**src/rtl/gpio_bank_pkg.sv**
```systemverilog
package gpio_bank_pkg;

  localparam int PINS = 32;
  localparam int HALF = PINS / 2;

  // register word addresses
  localparam int ADR_OUT_ALL = 0;
  localparam int ADR_OUT_LO  = 1;
  localparam int ADR_OUT_HI  = 2;
  localparam int ADR_DIR     = 3;
  localparam int ADR_DRV     = 4;
  localparam int ADR_LEVEL   = 5;

  // merge one masked half-word: mask bit 1 keeps the old bit
  function automatic logic [HALF-1:0] merge_half(input logic [HALF-1:0] old_v,
                                                 input logic [PINS-1:0] word);
    logic [HALF-1:0] keep;
    logic [HALF-1:0] data;
    keep = word[PINS-1:HALF];
    data = word[HALF-1:0];
    return (old_v & keep) | (data & ~keep);
  endfunction

  // direction update: locked bits can only be set, never cleared
  function automatic logic [PINS-1:0] next_dir(input logic [PINS-1:0] old_v,
                                               input logic [PINS-1:0] wr_v,
                                               input logic [PINS-1:0] lock);
    return wr_v | (old_v & lock);
  endfunction

endpackage

```
**src/rtl/gpio_in_sync.sv**
```systemverilog
module gpio_in_sync #(
  parameter int WIDTH  = 32,
  parameter int STAGES = 2
) (
  input  logic             clk,
  input  logic             rst_n,
  input  logic [WIDTH-1:0] raw,
  output logic [WIDTH-1:0] synced
);
  logic [WIDTH-1:0] stage_q [STAGES];

  always_ff @(posedge clk) begin
    if (!rst_n) stage_q[0] <= '0;
    else        stage_q[0] <= raw;
  end

  for (genvar s = 1; s < STAGES; s++) begin : g_stage
    always_ff @(posedge clk) begin
      if (!rst_n) stage_q[s] <= '0;
      else        stage_q[s] <= stage_q[s-1];
    end
  end

  assign synced = stage_q[STAGES-1];
endmodule

```
**src/rtl/gpio_out_reg.sv**
```systemverilog
module gpio_out_reg
  import gpio_bank_pkg::*;
(
  input  logic            clk,
  input  logic            rst_n,
  input  logic            wr_all,
  input  logic            wr_lo,
  input  logic            wr_hi,
  input  logic [PINS-1:0] wdata,
  output logic [PINS-1:0] out_q
);
  logic [HALF-1:0] lo_d, hi_d;

  always_comb begin
    lo_d = out_q[HALF-1:0];
    hi_d = out_q[PINS-1:HALF];
    if (wr_all) begin
      lo_d = wdata[HALF-1:0];
      hi_d = wdata[PINS-1:HALF];
    end
    if (wr_lo) lo_d = merge_half(out_q[HALF-1:0], wdata);
    if (wr_hi) hi_d = merge_half(out_q[PINS-1:HALF], wdata);
  end

  always_ff @(posedge clk) begin
    if (!rst_n) out_q <= '0;
    else        out_q <= {hi_d, lo_d};
  end
endmodule

```
**src/rtl/gpio_dir_ctrl.sv**
```systemverilog
module gpio_dir_ctrl
  import gpio_bank_pkg::*;
#(
  parameter logic [PINS-1:0] LOCK_MASK = '0
) (
  input  logic            clk,
  input  logic            rst_n,
  input  logic            wr_dir,
  input  logic            wr_drv,
  input  logic [PINS-1:0] wdata,
  output logic [PINS-1:0] dir_q,
  output logic [PINS-1:0] drv_q,
  output logic [PINS-1:0] pad_oe
);
  always_ff @(posedge clk) begin
    if (!rst_n) begin
      dir_q <= '0;
      drv_q <= '0;
    end else begin
      if (wr_dir) dir_q <= next_dir(dir_q, wdata, LOCK_MASK);
      if (wr_drv) drv_q <= wdata;
    end
  end

  assign pad_oe = dir_q & drv_q;
endmodule

```
**src/rtl/gpio_bank.sv**
```systemverilog
module gpio_bank
  import gpio_bank_pkg::*;
#(
  parameter int ADDR_W      = 4,
  parameter int SYNC_STAGES = 2,
  parameter bit LOCK_EN     = 1'b1,
  parameter int LOCK_PIN_A  = 7,
  parameter int LOCK_PIN_B  = 8
) (
  input  logic              clk,
  input  logic              rst_n,
  input  logic [ADDR_W-1:0] bus_addr,
  input  logic              bus_wr,
  input  logic [31:0]       bus_wdata,
  output logic [31:0]       bus_rdata,
  input  logic [31:0]       pin_in,
  output logic [31:0]       pin_out,
  output logic [31:0]       pin_oe
);
  localparam logic [PINS-1:0] LOCK_MASK =
    LOCK_EN ? ((PINS'(1) << LOCK_PIN_A) | (PINS'(1) << LOCK_PIN_B)) : '0;

  // decoded write events, named for the checker
  logic wr_all, wr_lo, wr_hi, wr_dir, wr_drv;
  logic [PINS-1:0] out_q, dir_q, drv_q, level_q;

  assign wr_all = bus_wr && (bus_addr == ADDR_W'(ADR_OUT_ALL));
  assign wr_lo  = bus_wr && (bus_addr == ADDR_W'(ADR_OUT_LO));
  assign wr_hi  = bus_wr && (bus_addr == ADDR_W'(ADR_OUT_HI));
  assign wr_dir = bus_wr && (bus_addr == ADDR_W'(ADR_DIR));
  assign wr_drv = bus_wr && (bus_addr == ADDR_W'(ADR_DRV));

  gpio_out_reg u_out (
    .clk(clk), .rst_n(rst_n),
    .wr_all(wr_all), .wr_lo(wr_lo), .wr_hi(wr_hi),
    .wdata(bus_wdata), .out_q(out_q)
  );

  gpio_dir_ctrl #(.LOCK_MASK(LOCK_MASK)) u_dir (
    .clk(clk), .rst_n(rst_n),
    .wr_dir(wr_dir), .wr_drv(wr_drv), .wdata(bus_wdata),
    .dir_q(dir_q), .drv_q(drv_q), .pad_oe(pin_oe)
  );

  gpio_in_sync #(.WIDTH(PINS), .STAGES(SYNC_STAGES)) u_sync (
    .clk(clk), .rst_n(rst_n), .raw(pin_in), .synced(level_q)
  );

  always_comb begin
    unique case (int'(bus_addr))
      ADR_OUT_ALL: bus_rdata = out_q;
      ADR_DIR:     bus_rdata = dir_q;
      ADR_DRV:     bus_rdata = drv_q;
      ADR_LEVEL:   bus_rdata = level_q;
      default:     bus_rdata = '0;
    endcase
  end

  assign pin_out = out_q;
endmodule

```
**config.mk**
```make
export PLATFORM = sky130hd
export DESIGN_NAME = gpio_bank
export DESIGN_NICKNAME = d
export VERILOG_FILES = /design/src/rtl/gpio_bank_pkg.sv /design/src/rtl/gpio_in_sync.sv /design/src/rtl/gpio_out_reg.sv /design/src/rtl/gpio_dir_ctrl.sv /design/src/rtl/gpio_bank.sv
export SDC_FILE = /design/constraint.sdc
export NUM_CORES = 1
export LEC_CHECK = 0
export ABC_AREA = 1
export BUFFER_PORTS_ARGS = -buffer_cell sky130_fd_sc_hd__buf_2
export CORE_UTILIZATION = 49
export DETAILED_ROUTE_END_ITERATION = 16
export HOLD_SLACK_MARGIN = 0.1
export PLACE_DENSITY_LB_ADDON = 0.3
export SYNTH_ARGS = -nofsm -noshare
export SYNTH_HDL_FRONTEND = slang
export SYNTH_SLANG_ARGS = --single-unit
export TNS_END_PERCENT = 10
```
**constraint.sdc**
```tcl
create_clock -name clk -period 1.92 [get_ports clk]
set_input_delay 0.288 -clock clk [delete_from_list [all_inputs] [get_ports clk]]
set_output_delay 0.288 -clock clk [all_outputs]
set_load 0.01 [all_outputs]
```
Yosys cells after proc, flatten, opt, wreduce, memory -nomap -nowiden
Memories as Yosys holds them, arrays and structs flattened.
Index checks and enable logic that the tools add are counted.
- bits in registers: 96
- output and inout bits: 96
- memory bits (writable): 64
- memories: 1
- word-level logic and storage cells: 37
- input port bits: 71
- mux-type cells: 9
- bitwise gates (word level): 10
- reductions and logical operators: 8
- equality and inequality tests: 5
- memory list (name ; words ; bits a word ; read ports ; clocked after Yosys merged registers in ; wr ports ; line ; source):
    u_sync.stage_q ; 2 ; 32 ; 2 ; 0 ; 2 ; gpio_in_sync.sv:10 ; logic [WIDTH-1:0] stage_q [STAGES];
- operators with widths (operator ; count):
    $pmux W32 S4 ; 1
    $mux W16 ; 4
    $mux W32 ; 2
    $and A16 B16 Y16 ; 3
    $and A32 B32 Y32 ; 1
    $or A16 B16 Y16 ; 2
    $or A32 B9 Y32 ; 1
    $not A16 Y16 ; 1
    $eq A4 B2 Y1 const B ; 2
    $eq A4 B3 Y1 const B ; 2
    $logic_and A1 B1 Y1 ; 5
    $eq A4 B1 Y1 const B ; 1
    $logic_not A4 Y1 ; 1
    $reduce_bool A2 Y1 ; 2
    $mux W1 ; 2
    $or A1 B1 Y1 ; 2

Logic depth before layout (Yosys ltp)
Gate-level depths: netlist (run 1).
- word-level depth: 4
- depth in mapped cells: 9
- gate-level depth less buffers: 7

By module
A second synthesis (run 1) with hierarchy kept.
- cell total of the unflattened synthesis: 1225
- area total of the unflattened synthesis: 7883.8 um^2
- by module, submodules not included (module ; cells each ; instances ; seq. area each (um^2) ; area an instance (um^2)):
    gpio_dir_ctrl ; 436 ; 1 ; 1281.2 ; 2807.7
    gpio_in_sync ; 199 ; 1 ; 1281.2 ; 1840.5
    gpio_out_reg ; 260 ; 1 ; 640.6 ; 1759.2
    gpio_bank ; 330 ; 1 ; 0.0 ; 1476.4

Worst setup path after synthesis (run 1)
No wires, ideal clock.
- kind: input to output
- from: input bus_addr[1]
- to: output bus_rdata[0]
- path slack: 0.494 ns
- buffers on the path: 3
- required time: 1.632 ns
- stages on the path: 6
- data arrival time: 1.138 ns
- cells stage by stage: buf_4 > nor2_8 > buf_4 > buf_2 > nand3_1 > nand4_1
- longest elaborated chain between the ends: 2
- elaborated cells between the ends (all ways): 5
- those cells by class: eq/ne: 3; mux: 1; reduce/logical: 1
- RTL lines (item ; line ; source):
    start, declared ; gpio_bank.sv:12 ; input logic [ADDR_W-1:0] bus_addr,
    $eq A4 B3 Y1, or another cell as far along ; gpio_bank.sv:50 ; unique case (int'(bus_addr))
    $pmux W32 S4 * ; gpio_bank.sv:50 ;
    end, declared ; gpio_bank.sv:15 ; output logic [31:0] bus_rdata,
Mark *: on every way between the ends. The rest lies on a longest branch, timed or not.

Final worst setup path (run 1)
- from: input bus_addr[0]
- to: output bus_rdata[18]
Same word-level chain as after synthesis.

==> results.py, run 1 <==
metrics = {
    "hold_path": {
        "holdCritStartpoint": "bus_wdata[15]",
        "holdPathStages": 3,
        "min_path_type": "input port to flip-flop",
        "min_to": "u_dir.dir_q[15]$_SDFFE_PN0P_",
    },
    "global_routing": {
        "grt_pass1_wl_mm": 36.2,
        "track_usage_pct": 28.2,
        "antenna_found_initial": 0,
        "overflow": 0,
        "grt_pass1_vias": 7274,
        "grt_max_degree": 61,
    },
    "critical_path": {
        "path_cells": "buf_2 -> inv_1 -> nor2_2 -> buf_12 -> nand3_1 -> nand4_1 -> buf_2",
        "ff2ff_path_depth": 4,
        "worst_ep_required_time_ns": 1.63,
        "worstReg2RegEnd": "u_dir.drv_q[6]$_SDFFE_PN0P_",
        "timing.critical_path.from": "bus_addr[0]",
        "arrival_ns": 1.43,
        "start_kind": "input port",
        "path_class": "input port to output pin",
        "slowest_stage": "buf_2",
        "cp-end-kind": "output pin",
        "crit_top_cell": "buf_2",
        "path_max_fanout": 26,
        "r2r_start": "u_dir.drv_q[6]$_SDFFE_PN0P_",
        "reg2reg_setup_slack_ns": 1.21,
        "cpPeakStageDelay_ns": 0.24,
    },
    "sta": {
        "hold_viol_final": 0,
        "fmax_mhz": 583,
        "worst_clock_skew_ns": 0.00710,
        "tightest_slew_ns": 0.651,
        "relSlewSlack_pct": 56.6,
        "post-route-period-util_pct": 89.4,
        "rsz0062_at_grt": "no",
        "tns_ns": 0,
        "drv_slew": 0,
        "setup_violations": 0,
        "setup_ws_ns": 0.204,
        "period_needed_ns": 1.72,
    },
    "floorplanning": {
        "boundaryPins": 167,
        "rows": 45,
        "fp.dieW_um": 129,
        "die_area_um2": 16600,
        "core_area_um2": 15400,
        "die_height_um": 129,
        "initial_core_util_pct": 51.0,
    },
    "power_and_ir_drop": {
        "design_power_total_mw": 7.75,
        "ir_worst_vdd_uv": 646,
        "leakage_nw": 5.65,
        "p_per_area_nw_per_um2": 789,
    },
    "layout": {
        "final_common_cell": "nand2_1",
        "antenna_cells": 0,
        "fin_area_um2": 9820,
        "area_growth_syn_to_layout_pct": 24.9,
        "layout_common_cells": "364 x nand2_1, 292 x inv_1, 165 x buf_2, 160 x dfxtp_1, 132 x nand3_1",
        "nets": 1499,
        "fin_cells": 1651,
        "fillers": 1436,
        "drive_gt1_share_pct": 16.3,
    },
    "logic_synthesis": {
        "ys_seq_area_share_pct": 40.7,
        "syn_nets": 1331,
        "synth_area_leader_cell": "dfxtp_1",
        "synth_top_area_share_pct": 40.7,
        "netlist_top_cells_area": "dfxtp_1 41%, nand2_1 17%, inv_1 14%, nand3_1 8.4%, nand4_1 6.5%",
        "syn-cell-area_um2": 7860,
        "synth_seq_cells": 160,
        "ys_types": 17,
        "ys_warn_count": 0,
        "syn_avg_cell_area_um2": 6.24,
        "synthCells": 1260,
    },
    "clock_network": {
        "cts_buffer_depth": 2,
        "clk_latency_ns": 0.42,
        "cts_root_buffer": "clkbuf_16",
        "clock_sinks": 160,
        "clk_pin_slew_ns": 0.06,
        "cts_tree": "done",
        "cts_resized": 0,
        "post-cts-setup-buffer-count": 0,
        "cts_buffers": 17,
        "htree_levels": 4,
    },
    "drt": {
        "antenna_left": 0,
        "dr_wl_met3_mm": 1.67,
        "top_layer_used": "met4",
        "drt-wirelength-per-cell_um": 13.4,
        "via_per_inst": 4.84,
        "routed_wl_mm": 22.2,
        "drcViolationCount": 0,
        "drtPass1Iterations": 5,
        "met1_length_mm": 9.84,
        "vias": 7997,
        "dr_wl_met2_mm": 10.2,
        "dr.first_iter.drc_count": 666,
    },
    "place": {
        "hpwl_mm": 15.0,
        "placed_area_um2": 8900,
        "dpl.cell_count": 1588,
        "gp_congestion": 0.824,
        "portBuffers": 166,
        "dp_slack_ns": 0.196,
    },
    "job": {
        "cap_violations": 0,
    },
    "run_status": {
        "status": "finished, final reports clean",
    },
}
per-layer routing:
layer	vias to the layer above	global-route usage, %
met5	-	0
met1	3514	37.0
met2	355	45.3
met3	43	5.65
met4	0	11.8
li1	4085	-
power by group:
| part | internal [mW] | switching (mW) |
|---|---|---|
| Sequential | 3.43 | 0.0621 |
| Combinational | 0.293 | 0.511 |
| Clock | 2.08 | 1.37 |
| Total | 5.81 | 1.94 |
cells by family (layout without fill, tap and decap cells):
| logic type | Yosys count | count (layout) | synth area share, % |
|---|---|---|---|
| simple gates | 710 | 710 | 39.1 |
| compound gates | 18 | 18 | 1.15 |
| flops | 160 | 160 | 40.7 |
| buf+inv | 372 | 552 | 19.0 |
worst max path at each step:
stage,end
6_report,bus_rdata[18]
5_1_grt,bus_rdata[12]
4_1_cts,bus_rdata[12]
3_5_place_dp,bus_rdata[12]
3_3_place_gp,bus_rdata[12]
2_1_floorplan,bus_rdata[0]
area by class of cell:
class,count,area (um^2),area share (%)
multi-input cells,728,3180,32.4
clock inverters,12,160,1.63
repair buffers,226,1460,14.9
inverters,295,1110,11.3
well taps,211,264,2.69
flip-flops and latches,160,3200,32.6
clock buffers,19,443,4.51
repair_timing:
item / in CTS / in global routing
setup endpoints to repair: 0 / 0
hold buffers: 32 / 0
endpoints found under the hold margin: 32 / 0
synthesized netlist by cell type:
master,n
nor2_2,2
nand3_1,132
nand3_2,1
a21oi_1,18
nand4_1,82
nor2_8,1
buf_2,43
buf_6,1
nor2_4,2
nand2_1,364
inv_2,3
buf_4,9
buf_1,8
clkbuf_1,16
dfxtp_1,160
nor2_1,126
inv_1,292
worst max-delay path, delay by kind of cell:
family | cells | cell delay, ns
simple gates | 3 | 0.45
buf+inv | 4 | 0.67
metrics by stage:
step	util, %	hold WS, ns
final	63.6	0.133
after global routing	63.6	0.125
after CTS	63.6	0.120
after detailed placement	57.7	0.395
after global placement	57.7	0.392
after floorplan	-	0.386
Power figures use the tool's default switching activity.
==> run 2, diff against run 1 <==
Settings changed: CORE_MARGIN set to 1.5.
==> results.py, run 2 (same netlist as run 1, synthesis figures left out) <==
metrics = {
    "hold_path": {
        "min_path_type": "input port to flip-flop",
        "holdCritStartpoint": "pin_in[11]",
    },
    "drt": {
        "routed_wl_mm": 22.6,
        "dr.first_iter.drc_count": 711,
        "drcViolationCount": 0,
        "drt-wirelength-per-cell_um": 13.7,
        "via_per_inst": 4.85,
        "vias": 8023,
        "antenna_left": 0,
        "drtPass1Iterations": 7,
    },
    "sta": {
        "tightest_slew_ns": 0.469,
        "tns_ns": 0,
        "period_needed_ns": 1.72,
        "setup_ws_ns": 0.199,
        "setup_violations": 0,
        "drv_slew": 0,
        "fmax_mhz": 581,
        "post-route-period-util_pct": 89.6,
        "worst_clock_skew_ns": 0.00480,
        "relSlewSlack_pct": 68.7,
        "rsz0062_at_grt": "no",
        "hold_viol_final": 0,
    },
    "layout": {
        "antenna_cells": 0,
        "final_common_cell": "nand2_1",
        "area_growth_syn_to_layout_pct": 25.0,
        "layout_common_cells": "364 x nand2_1, 292 x inv_1, 165 x buf_2, 160 x dfxtp_1, 132 x nand3_1",
        "nets": 1498,
        "drive_gt1_share_pct": 16.4,
    },
    "power_and_ir_drop": {
        "leakage_nw": 5.66,
        "p_per_area_nw_per_um2": 790,
        "ir_worst_vdd_uv": 637,
        "design_power_total_mw": 7.76,
    },
    "clock_network": {
        "cts_root_buffer": "clkbuf_16",
        "clock_sinks": 160,
        "clk_pin_slew_ns": 0.06,
        "clk_latency_ns": 0.42,
        "cts_buffer_depth": 2,
        "cts_tree": "done",
        "htree_levels": 4,
        "cts_buffers": 17,
        "post-cts-setup-buffer-count": 0,
    },
    "critical_path": {
        "path_max_fanout": 17,
        "start_kind": "input port",
        "timing.critical_path.from": "bus_addr[0]",
        "worst_ep_required_time_ns": 1.63,
        "arrival_ns": 1.43,
        "path_class": "input port to output pin",
        "cp-end-kind": "output pin",
    },
    "floorplanning": {
        "die_area_um2": 16800,
        "fp.dieW_um": 130,
        "boundaryPins": 167,
        "rows": 46,
        "initial_core_util_pct": 49.9,
        "die_height_um": 130,
        "core_area_um2": 15800,
    },
    "global_routing": {
        "overflow": 0,
        "track_usage_pct": 27.4,
        "grt_pass1_vias": 6994,
        "grt_pass1_wl_mm": 35.5,
        "grt_max_degree": 60,
        "antenna_found_initial": 0,
    },
    "run_status": {
        "status": "finished, final reports clean",
    },
    "place": {
        "dp_slack_ns": 0.224,
        "hpwl_mm": 15.1,
        "gp_congestion": 0.888,
        "portBuffers": 166,
    },
    "job": {
        "cap_violations": 0,
    },
}
[run 2: cell type report]
| cell class | count | area, um^2 |
|---|---|---|
| clock inverters | 13 | 163 |
| clock buffers | 18 | 439 |
| fillers | 1511 | 5940 |
| flip-flops and latches | 160 | 3200 |
| multi-input cells | 728 | 3180 |
| inverters | 295 | 1110 |
| well taps | 216 | 270 |
| repair buffers | 225 | 1470 |
[run 2: report_power, final]
part | switching, mW | total [mW] | internal [mW]
Clock | 1.38 | 3.46 | 2.08
Combinational | 0.516 | 0.807 | 0.291
Sequential | 0.0630 | 3.50 | 3.43
Total | 1.96 | 7.76 | 5.80
[run 2: metrics by stage]
step / hold WS, ns / cell area, um^2 / utilization, % / std cells
global route: 0.142 / 9830 / 62.3 / 1655
global placement: 0.392 / 8910 / 56.5 / 1593
CTS: 0.111 / 9830 / 62.3 / 1655
finish: 0.132 / 9830 / 62.3 / 1655
detailed placement: 0.397 / 8910 / 56.5 / 1593
floorplan: 0.386 / 7860 / - / 1260
[run 2: critical path, cell delays in order]
cell and delay [ns]:
buf_2 0.18, nor2_8 0.26, buf_4 0.30, nand3_1 0.11, nand4_1 0.14, buf_2 0.15
[run 2: routing by layer]
layer	track usage, %	vias to the layer above	share of wire (%)
met1	36.7	3568	46
met3	4.50	38	6.3
met2	44.2	328	45
met5	0	-	0
met4	10.7	0	2.5
li1	-	4089	-
[run 2: path summary, 6_finish.rpt]
check / endpoint / slack (ns) / cells past startpoint
setup reg to reg: flip-flop / 1.22 / 4
setup / recovery: bus_rdata[12] / 0.20 / 6
hold reg to reg: u_sync.stage_q[1][15]$_SDFF_PN0_ / 0.41 / 2
hold / removal: u_sync.stage_q[0][11]$_SDFF_PN0_ / 0.13 / 3
[run 2: timing repair]
| action | 4_1_cts | 5_1_grt |
|---|---|---|
| hold buffers | 31 | 0 |
| setup endpoints to repair | 0 | 0 |
| hold endpoints to repair | 31 | 0 |
| gates resized for setup | 0 | 0 |
